### src/rtl/fe_pkg.sv
package fe_pkg;
  typedef enum logic [1:0] {
    ST_FILL0 = 2'd0,
    ST_FILL1 = 2'd1,
    ST_RUN   = 2'd2,
    ST_HALT  = 2'd3
  } fe_state_e;

  localparam int T_BIT = 5;
  localparam int I_BIT = 7;
endpackage

### src/rtl/fe_target.sv
// Resolves a redirect target into instruction set, aligned address and new PC.
module fe_target #(
  parameter int DW = 32
) (
  input  logic [DW-1:0] raw_addr,
  input  logic          restore,
  input  logic          saved_t,
  output logic          thumb,
  output logic [DW-1:0] new_pc
);
  logic [DW-1:0] aligned;

  always_comb begin
    thumb   = restore ? saved_t : raw_addr[0];
    aligned = thumb ? {raw_addr[DW-1:1], 1'b0} : {raw_addr[DW-1:2], 2'b00};
    new_pc  = aligned + (thumb ? DW'(2) : DW'(4));
  end
endmodule

### src/rtl/fe_irq_entry.sv
// Computes the status word and return address for interrupt entry.
module fe_irq_entry #(
  parameter int DW = 32
) (
  input  logic [DW-1:0] old_sr,
  input  logic [DW-1:0] cur_pc,
  output logic [DW-1:0] new_sr,
  output logic [DW-1:0] ret_addr
);
  import fe_pkg::*;

  always_comb begin
    new_sr   = {old_sr[DW-1:8], 8'hD2};
    ret_addr = cur_pc + (old_sr[T_BIT] ? DW'(2) : DW'(0));
  end
endmodule

### src/rtl/fe_queue.sv
// Two-entry prefetch queue; half-word fetches are zero-extended.
module fe_queue #(
  parameter int DW = 32
) (
  input  logic          clk,
  input  logic          rst,
  input  logic          load0,
  input  logic          load1,
  input  logic          shift,
  input  logic          half,
  input  logic [DW-1:0] wdata,
  output logic [DW-1:0] slot0,
  output logic [DW-1:0] slot1
);
  localparam int HW = DW / 2;

  logic [DW-1:0] fill_word;

  always_comb
    fill_word = half ? {{(DW-HW){1'b0}}, wdata[HW-1:0]} : wdata;

  always_ff @(posedge clk) begin
    if (rst) begin
      slot0 <= '0;
      slot1 <= '0;
    end else begin
      if (load0) slot0 <= fill_word;
      else if (shift) slot0 <= slot1;
      if (load1) slot1 <= fill_word;
    end
  end

  // a step moves the second entry to the head
  a_r5_queue_shift: assert property (@(posedge clk) disable iff (rst)
    (shift && !load0) |=> slot0 == $past(slot1));
endmodule

### src/rtl/branch_prefetch_ctrl.sv
module branch_prefetch_ctrl
  import fe_pkg::*;
#(
  parameter int            DW       = 32,
  parameter logic [DW-1:0] EXC_BASE = 32'hFFFF_0000
) (
  input  logic          clk,
  input  logic          rst,
  input  logic          jump_req,
  input  logic [DW-1:0] jump_addr,
  input  logic          jump_restore,
  input  logic [DW-1:0] saved_sr,
  input  logic          step,
  input  logic          irq_req,
  input  logic          halt_req,
  input  logic          irq_master_en,
  output logic          fetch_req,
  output logic [DW-1:0] fetch_addr,
  output logic          fetch_wide,
  input  logic          fetch_ready,
  input  logic [DW-1:0] fetch_data,
  output logic [DW-1:0] pc,
  output logic [DW-1:0] status,
  output logic [DW-1:0] irq_saved_sr,
  output logic [DW-1:0] link,
  output logic [DW-1:0] instr,
  output logic          instr_valid,
  output logic          halted
);
  localparam logic [DW-1:0] RESET_PC = EXC_BASE + DW'(4);
  localparam logic [DW-1:0] IRQ_PC   = EXC_BASE + DW'(32'h1C);
  localparam logic [DW-1:0] RESET_SR = DW'(32'hD3);

  fe_state_e     state;
  logic [DW-1:0] sr_q, pc_q, link_q, spsr_q;
  logic [DW-1:0] step_sz, tgt_pc, irq_sr, irq_link, slot0, slot1;
  logic          tgt_thumb, running, jump_go, irq_go, wake_plain, halt_go, step_go;
  logic          irq_allowed, load0, load1;

  fe_target #(.DW(DW)) u_target (
    .raw_addr (jump_addr),
    .restore  (jump_restore),
    .saved_t  (saved_sr[T_BIT]),
    .thumb    (tgt_thumb),
    .new_pc   (tgt_pc)
  );

  fe_irq_entry #(.DW(DW)) u_irq (
    .old_sr   (sr_q),
    .cur_pc   (pc_q),
    .new_sr   (irq_sr),
    .ret_addr (irq_link)
  );

  fe_queue #(.DW(DW)) u_queue (
    .clk   (clk),
    .rst   (rst),
    .load0 (load0),
    .load1 (load1),
    .shift (step_go),
    .half  (sr_q[T_BIT]),
    .wdata (fetch_data),
    .slot0 (slot0),
    .slot1 (slot1)
  );

  always_comb begin
    step_sz     = sr_q[T_BIT] ? DW'(2) : DW'(4);
    running     = (state == ST_RUN);
    jump_go     = jump_req && (state != ST_HALT);
    irq_allowed = !sr_q[I_BIT];
    irq_go      = !jump_go && irq_req &&
                  ((running && irq_allowed) ||
                   ((state == ST_HALT) && irq_allowed && irq_master_en));
    wake_plain  = (state == ST_HALT) && irq_req && !(irq_allowed && irq_master_en);
    halt_go     = running && !jump_go && !irq_go && halt_req;
    step_go     = running && !jump_go && !irq_go && !halt_go && step;
    fetch_req   = (state == ST_FILL0) || (state == ST_FILL1);
    fetch_wide  = !sr_q[T_BIT];
    fetch_addr  = (state == ST_FILL0) ? (pc_q - step_sz) : pc_q;
    load0       = (state == ST_FILL0) && fetch_ready && !jump_go;
    load1       = (state == ST_FILL1) && fetch_ready && !jump_go;
  end

  always_ff @(posedge clk) begin
    if (rst) begin
      state  <= ST_FILL0;
      sr_q   <= RESET_SR;
      pc_q   <= RESET_PC;
      link_q <= '0;
      spsr_q <= '0;
    end else if (jump_go) begin
      if (jump_restore) sr_q <= saved_sr;
      else sr_q[T_BIT] <= tgt_thumb;
      pc_q  <= tgt_pc;
      state <= ST_FILL0;
    end else if (irq_go) begin
      spsr_q <= sr_q;
      sr_q   <= irq_sr;
      link_q <= irq_link;
      pc_q   <= IRQ_PC;
      state  <= ST_FILL0;
    end else if (halt_go) begin
      state <= ST_HALT;
    end else if (wake_plain) begin
      state <= ST_RUN;
    end else if (step_go) begin
      pc_q  <= pc_q + step_sz;
      state <= ST_FILL1;
    end else if (load0) begin
      state <= ST_FILL1;
    end else if (load1) begin
      state <= ST_RUN;
    end
  end

  assign pc           = pc_q;
  assign status       = sr_q;
  assign irq_saved_sr = spsr_q;
  assign link         = link_q;
  assign instr        = slot0;
  assign instr_valid  = running;
  assign halted       = (state == ST_HALT);

  // compact-state fetches are half-word aligned
  a_r2_half_align: assert property (@(posedge clk) disable iff (rst)
    (fetch_req && !fetch_wide) |-> !fetch_addr[0]);

  // full-state fetches are word aligned
  a_r3_word_align: assert property (@(posedge clk) disable iff (rst)
    (fetch_req && fetch_wide) |-> (fetch_addr[1:0] == 2'b00));

  // an accepted step advances the PC by one instruction
  a_r5_step_pc: assert property (@(posedge clk) disable iff (rst)
    step_go |=> pc_q == $past(pc_q) + ($past(sr_q[T_BIT]) ? DW'(2) : DW'(4)));

  // a masked request touches neither link nor saved status
  a_r8_masked_irq: assert property (@(posedge clk) disable iff (rst)
    (running && irq_req && sr_q[I_BIT] && !jump_req)
      |=> ($stable(link_q) && $stable(spsr_q)));

  // interrupt entry state
  a_r9_irq_entry: assert property (@(posedge clk) disable iff (rst)
    irq_go |=> (sr_q[7:0] == 8'hD2) && (spsr_q == $past(sr_q)) && (pc_q == IRQ_PC));

  // halt holds until an interrupt request
  a_r11_halt_hold: assert property (@(posedge clk) disable iff (rst)
    ((state == ST_HALT) && !irq_req) |=> ((state == ST_HALT) && $stable(pc_q)));
endmodule

### config.mk
export PLATFORM = sky130hd
export DESIGN_NAME = branch_prefetch_ctrl
export DESIGN_NICKNAME = d
export VERILOG_FILES = /design/src/rtl/fe_pkg.sv /design/src/rtl/fe_target.sv /design/src/rtl/fe_irq_entry.sv /design/src/rtl/fe_queue.sv /design/src/rtl/branch_prefetch_ctrl.sv
export SDC_FILE = /design/constraint.sdc
export NUM_CORES = 1
export LEC_CHECK = 0
export CORE_ASPECT_RATIO = 1.75
export CORE_MARGIN = 8
export CORE_UTILIZATION = 52
export CTS_BUF_LIST = sky130_fd_sc_hd__clkbuf_4
export CTS_CLUSTER_DIAMETER = 30
export DETAILED_ROUTE_END_ITERATION = 6
export HOLD_SLACK_MARGIN = 0.12
export PLACE_DENSITY = 0.84
export SYNTH_ARGS = -nofsm -noshare
export SYNTH_HDL_FRONTEND = slang
export SYNTH_SLANG_ARGS = --single-unit
### constraint.sdc
create_clock -name clk -period 4.2 [get_ports clk]
set_input_delay 0.42 -clock clk [delete_from_list [all_inputs] [get_ports clk]]
set_output_delay 0.42 -clock clk [all_outputs]
set_load 0.02 [all_outputs]
==> Implementation_results.wiki <==
{| class="wikitable"
! Metric !! Value
|-
| Vertical die dimension || between 150 and 200 µm
|-
| Area post-placement || around 13000 µm²
|-
| Number of library cell types mapped by synthesis || 71
|-
| Fraction of final layout cells sized beyond drive strength 1 || between 6 and 7%
|-
| Vias after detailed routing || ~10000
|-
| Inserted Clock Buffers || 17
|-
| Total global routing track utilization || a little under a third
|-
| Starting density of the core || 52.66%
|-
| Count of H-tree levels built during CTS || 4
|-
| Mean Syn Cell Area || 7.799 µm²
|-
| Reg-to-reg critical path startpoint || status[5]
|-
| Root Buffer Master || sky130_fd_sc_hd__clkbuf_4
|-
| Wire length per cell after detailed routing || around 21 µm
|-
| Synth warn || 0
|-
| Residual overflow from global routing || 0
|-
| Buffering stage count on the worst path with inverters included || 1
|-
| Proportion of synthesized chip area in sequential cells || 39.46%
|-
| Peak fanout along the critical path || 4
|-
| Sum of routed wire length over all layers || around 37000 µm
|-
| Worst hold start || rst
|-
| Most used DFF post-synth || sky130_fd_sc_hd__dfxtp_1
|-
| RSZ-0062 raised after global routing || no
|-
| Detailed-routing iteration count for the pre-antenna-repair pass || 5
|-
| Die span in x || about 120 µm
|-
| Peak supply drop || approximately 0.17 mV
|-
| Clock sink count || ~190
|-
| Tightest slew margin relative to the limit || 21.95%
|-
| Worst hold path type || primary input to register
|-
| Core ar. || roughly 18000 µm²
|-
| Final cell utilization of the core || between 70% and 80%
|-
| Synthesis-to-layout area growth || 34.82%
|-
| Final period demand of the worst path || between 4 and 5 ns
|-
| Seq cells post-synth || between 150 and 200
|-
| Setup slack of the most critical reg-to-reg path || roughly 1.0 ns
|-
| Power density over the cells || around 280 nW/µm²
|-
| Cell Rows || between 60 and 70
|-
| Async set-or-reset flop fraction in the synthesized netlist || 0%
|-
| Crit share post-route || 95.28%
|-
| Vias in the first global route || approximately 10000
|-
| Die area || about 24000 µm²
|-
| Number of maximum-capacitance constraint violations || 0
|-
| Final total negative setup slack || 0 ns
|-
| Leakage power total || roughly 0.0045 µW
|-
| Kind of launch point of the worst setup path || register
|-
| Largest stage delay on the critical path || 0.94 ns
|-
| Number of nets in the finished design || around 1600
|-
| Type of element capturing the critical path || primary output
|-
| Clock Skews || approximately 0.033 ns
|-
| Final weighted congestion of routability-driven global placement || around 1.0
|-
| Clk_lat worst skew || 0.59 ns
|-
| Final Max Tran Viols || 0
|-
| Total of buffers placed on input and output ports || around 300
|-
| I/O pins || 301
|-
| Largest delay share family, worst path || simple AND/OR/NAND/NOR gates
|-
| Cell Chain, Critical Path || nor4_1 -> nand2_1 -> nor3_4 -> nand2_2 -> nor3_2 -> xor2_1 -> clkdlybuf4s50_1
|-
| Worst EP required || 3.78 ns
|-
| Largest net degree at the start of global routing || 88
|-
| Critical Setup Path Class || register to primary output
|-
| Run status || complete, no violations
|-
| Detailed-placement wirelength estimate || between 20000 and 30000 µm
|-
| Number of synthesized flops with an enable pin || 0
|-
| Vias/cell || ~5.9
|-
| Clock Path Buffers || 2
|-
| Master of the slowest instance on the critical path || sky130_fd_sc_hd__nor4_1
|-
| Critical path data arrival time || ~3.6 ns
|-
| Hold Vio Cnt, Final || 0
|-
| Post-Synthesis Cell Area || about 9700 µm²
|-
| Source of the critical timing path || pc[5]
|-
| TritonCTS clock tree || done
|-
| Achievable Freq || around 0.25 GHz
|-
| Violation count after the first detailed-route iteration || 1024
|-
| Post-detailed-route DRC marker count || 0
|-
| Wire length of the first global-routing pass || around 57000 µm
|-
| Hold bufs inserted after CTS || 0
|-
| Antenna violations before repair || 2
|-
| Setup violators final || 0
|-
| Post-route cell area || roughly 13000 µm²
|-
| Worst-margin pin slew || around 1.2 ns
|-
| Register clock-pin slew on the reported worst setup and hold paths || between 0.15 and 0.2 ns
|-
| Count of nets left with antenna violations after detail routing || 0
|-
| Syn Inst Count || roughly 1200
|}
-- layout by cell type, fill, tap and decap left out, drive strengths merged, types with 11 or more instances in the layout --
master         Yosys  routed
nor2b             18      18
nand4             30      30
buf               34      36
nand2            271     271
xnor2             51      51
a211oi            47      47
mux2i             16      16
nand3             43      43
nor2             116     116
inv               10      18
nor4              23      23
a311oi            19      19
dfxtp            192     192
a21oi             99      99
o21ai             22      22
xor2              40      40
clkbuf            71      17
or3               11      11
clkdlybuf4s50      0     294
nor3              32      32
-- final timing paths --
path	cells past startpoint	endpoint
setup / recovery	7	fetch_addr[28]
hold / removal	2	u_queue.slot1[13]
setup reg to reg	9	pc[31]
hold reg to reg	2	u_queue.slot1[5]
-- layer usage --
layer | GRT usage, % | wire, µm
met5 | 0 | 0
met4 | 22.05 | 2615
met1 | 31.95 | 12920
met2 | 53.70 | 19030
met3 | 6.239 | 2847
-- sequential cells by signal, summed over array words and instances (netlist names) --
name and flops:
u_queue.slot0 32, irq_saved_sr 32, state 2, status 32
link 31, pc 31, u_queue.slot1 32
-- cells in the mapped netlist, types with 3 or more instances --
| master | instances | area share (%) |
|---|---|---|
| sky130_fd_sc_hd__a211oi_1 | 46 | 3.5 |
| sky130_fd_sc_hd__a21o_1 | 3 | 0.23 |
| sky130_fd_sc_hd__a21oi_1 | 99 | 5.1 |
| sky130_fd_sc_hd__a22oi_1 | 9 | 0.69 |
| sky130_fd_sc_hd__a311oi_1 | 19 | 1.7 |
| sky130_fd_sc_hd__a31oi_1 | 3 | 0.19 |
| sky130_fd_sc_hd__a32oi_1 | 3 | 0.27 |
| sky130_fd_sc_hd__and2_1 | 7 | 0.45 |
| sky130_fd_sc_hd__and3_1 | 3 | 0.19 |
| sky130_fd_sc_hd__and4_1 | 3 | 0.27 |
| sky130_fd_sc_hd__buf_1 | 10 | 0.39 |
| sky130_fd_sc_hd__buf_2 | 13 | 0.67 |
| sky130_fd_sc_hd__buf_4 | 7 | 0.54 |
| sky130_fd_sc_hd__buf_6 | 4 | 0.46 |
| sky130_fd_sc_hd__clkbuf_1 | 71 | 2.7 |
| sky130_fd_sc_hd__dfxtp_1 | 192 | 39 |
| sky130_fd_sc_hd__fa_1 | 3 | 0.62 |
| sky130_fd_sc_hd__ha_1 | 6 | 0.77 |
| sky130_fd_sc_hd__inv_1 | 10 | 0.39 |
| sky130_fd_sc_hd__mux2_2 | 3 | 0.35 |
| sky130_fd_sc_hd__mux2i_1 | 16 | 1.6 |
| sky130_fd_sc_hd__nand2_1 | 270 | 10 |
| sky130_fd_sc_hd__nand2b_1 | 8 | 0.51 |
| sky130_fd_sc_hd__nand3_1 | 43 | 2.2 |
| sky130_fd_sc_hd__nand3b_1 | 3 | 0.23 |
| sky130_fd_sc_hd__nand4_1 | 27 | 1.7 |
| sky130_fd_sc_hd__nor2_1 | 115 | 4.4 |
| sky130_fd_sc_hd__nor2b_1 | 18 | 1.2 |
| sky130_fd_sc_hd__nor3_1 | 29 | 1.5 |
| sky130_fd_sc_hd__nor4_1 | 19 | 1.2 |
| sky130_fd_sc_hd__nor4_2 | 3 | 0.39 |
| sky130_fd_sc_hd__o21a_1 | 4 | 0.31 |
| sky130_fd_sc_hd__o21ai_0 | 22 | 1.1 |
| sky130_fd_sc_hd__o22ai_1 | 9 | 0.58 |
| sky130_fd_sc_hd__o32ai_1 | 4 | 0.36 |
| sky130_fd_sc_hd__or2_2 | 3 | 0.19 |
| sky130_fd_sc_hd__or3_1 | 11 | 0.71 |
| sky130_fd_sc_hd__or4_1 | 3 | 0.23 |
| sky130_fd_sc_hd__xnor2_1 | 51 | 4.6 |
| sky130_fd_sc_hd__xor2_1 | 40 | 3.6 |
-- metrics by stage --
stage / worst slack [ns] / power, µW / hold slack [ns] / std cells
6_report: 0.1983 / 3731 / 0.3014 / 1750
2_1_floorplan: 1.067 / 2380 / 0.4357 / 1251
4_1_cts: 0.02624 / 3728 / 0.2671 / 1747
5_1_grt: 0.1014 / 3854 / 0.2980 / 1750
3_3_place_gp: 0.5255 / 2779 / 0.4406 / 1715
3_5_place_dp: 0.4442 / 2789 / 0.4461 / 1715
-- where the power goes --
group | switching, µW | total [µW] | leakage (µW) | internal, µW
registers | 57.3 | 1940 | 0.00156 | 1880
clock network | 704 | 958 | 0.000140 | 254
logic | 470 | 837 | 0.00282 | 367
-- cell type report --
| cell class | count | area, µm² |
|---|---|---|
| clock inverter | 15 | 122.6 |
| multi-input combinational | 944 | 5446 |
| fill | 1550 | 5365 |
| antenna | 2 | 5.005 |
| inverter | 10 | 37.54 |
| sequential | 192 | 3845 |
| tap | 238 | 297.8 |
| clock buffer | 17 | 127.6 |
| timing repair buffer | 332 | 3251 |
-- logic make-up (layout without fill, tap and decap cells) --
kind of cell             Yosys count  in the layout  share of synthesized area [%]
AO/OA/AOI/OAI                    242            242                          16.03
XOR/XNOR                          91             91                          8.182
adder cells (fa/ha/maj)            9              9                          1.387
buffers and inverters            115            374                          5.177
flip-flops                       192            192                          39.46
multiplexers                      19             19                          1.991
other                              1              5                        0.03850
AND/OR/NAND/NOR                  580            580                          27.73
-- timing repair --
item / in CTS / in global routing
setup endpoints to repair: 2 / 4
pin swaps: 0 / 1
gates resized for setup: 3 / 6
setup buffers: 0 / 1
Power figures use the tool's default switching activity.
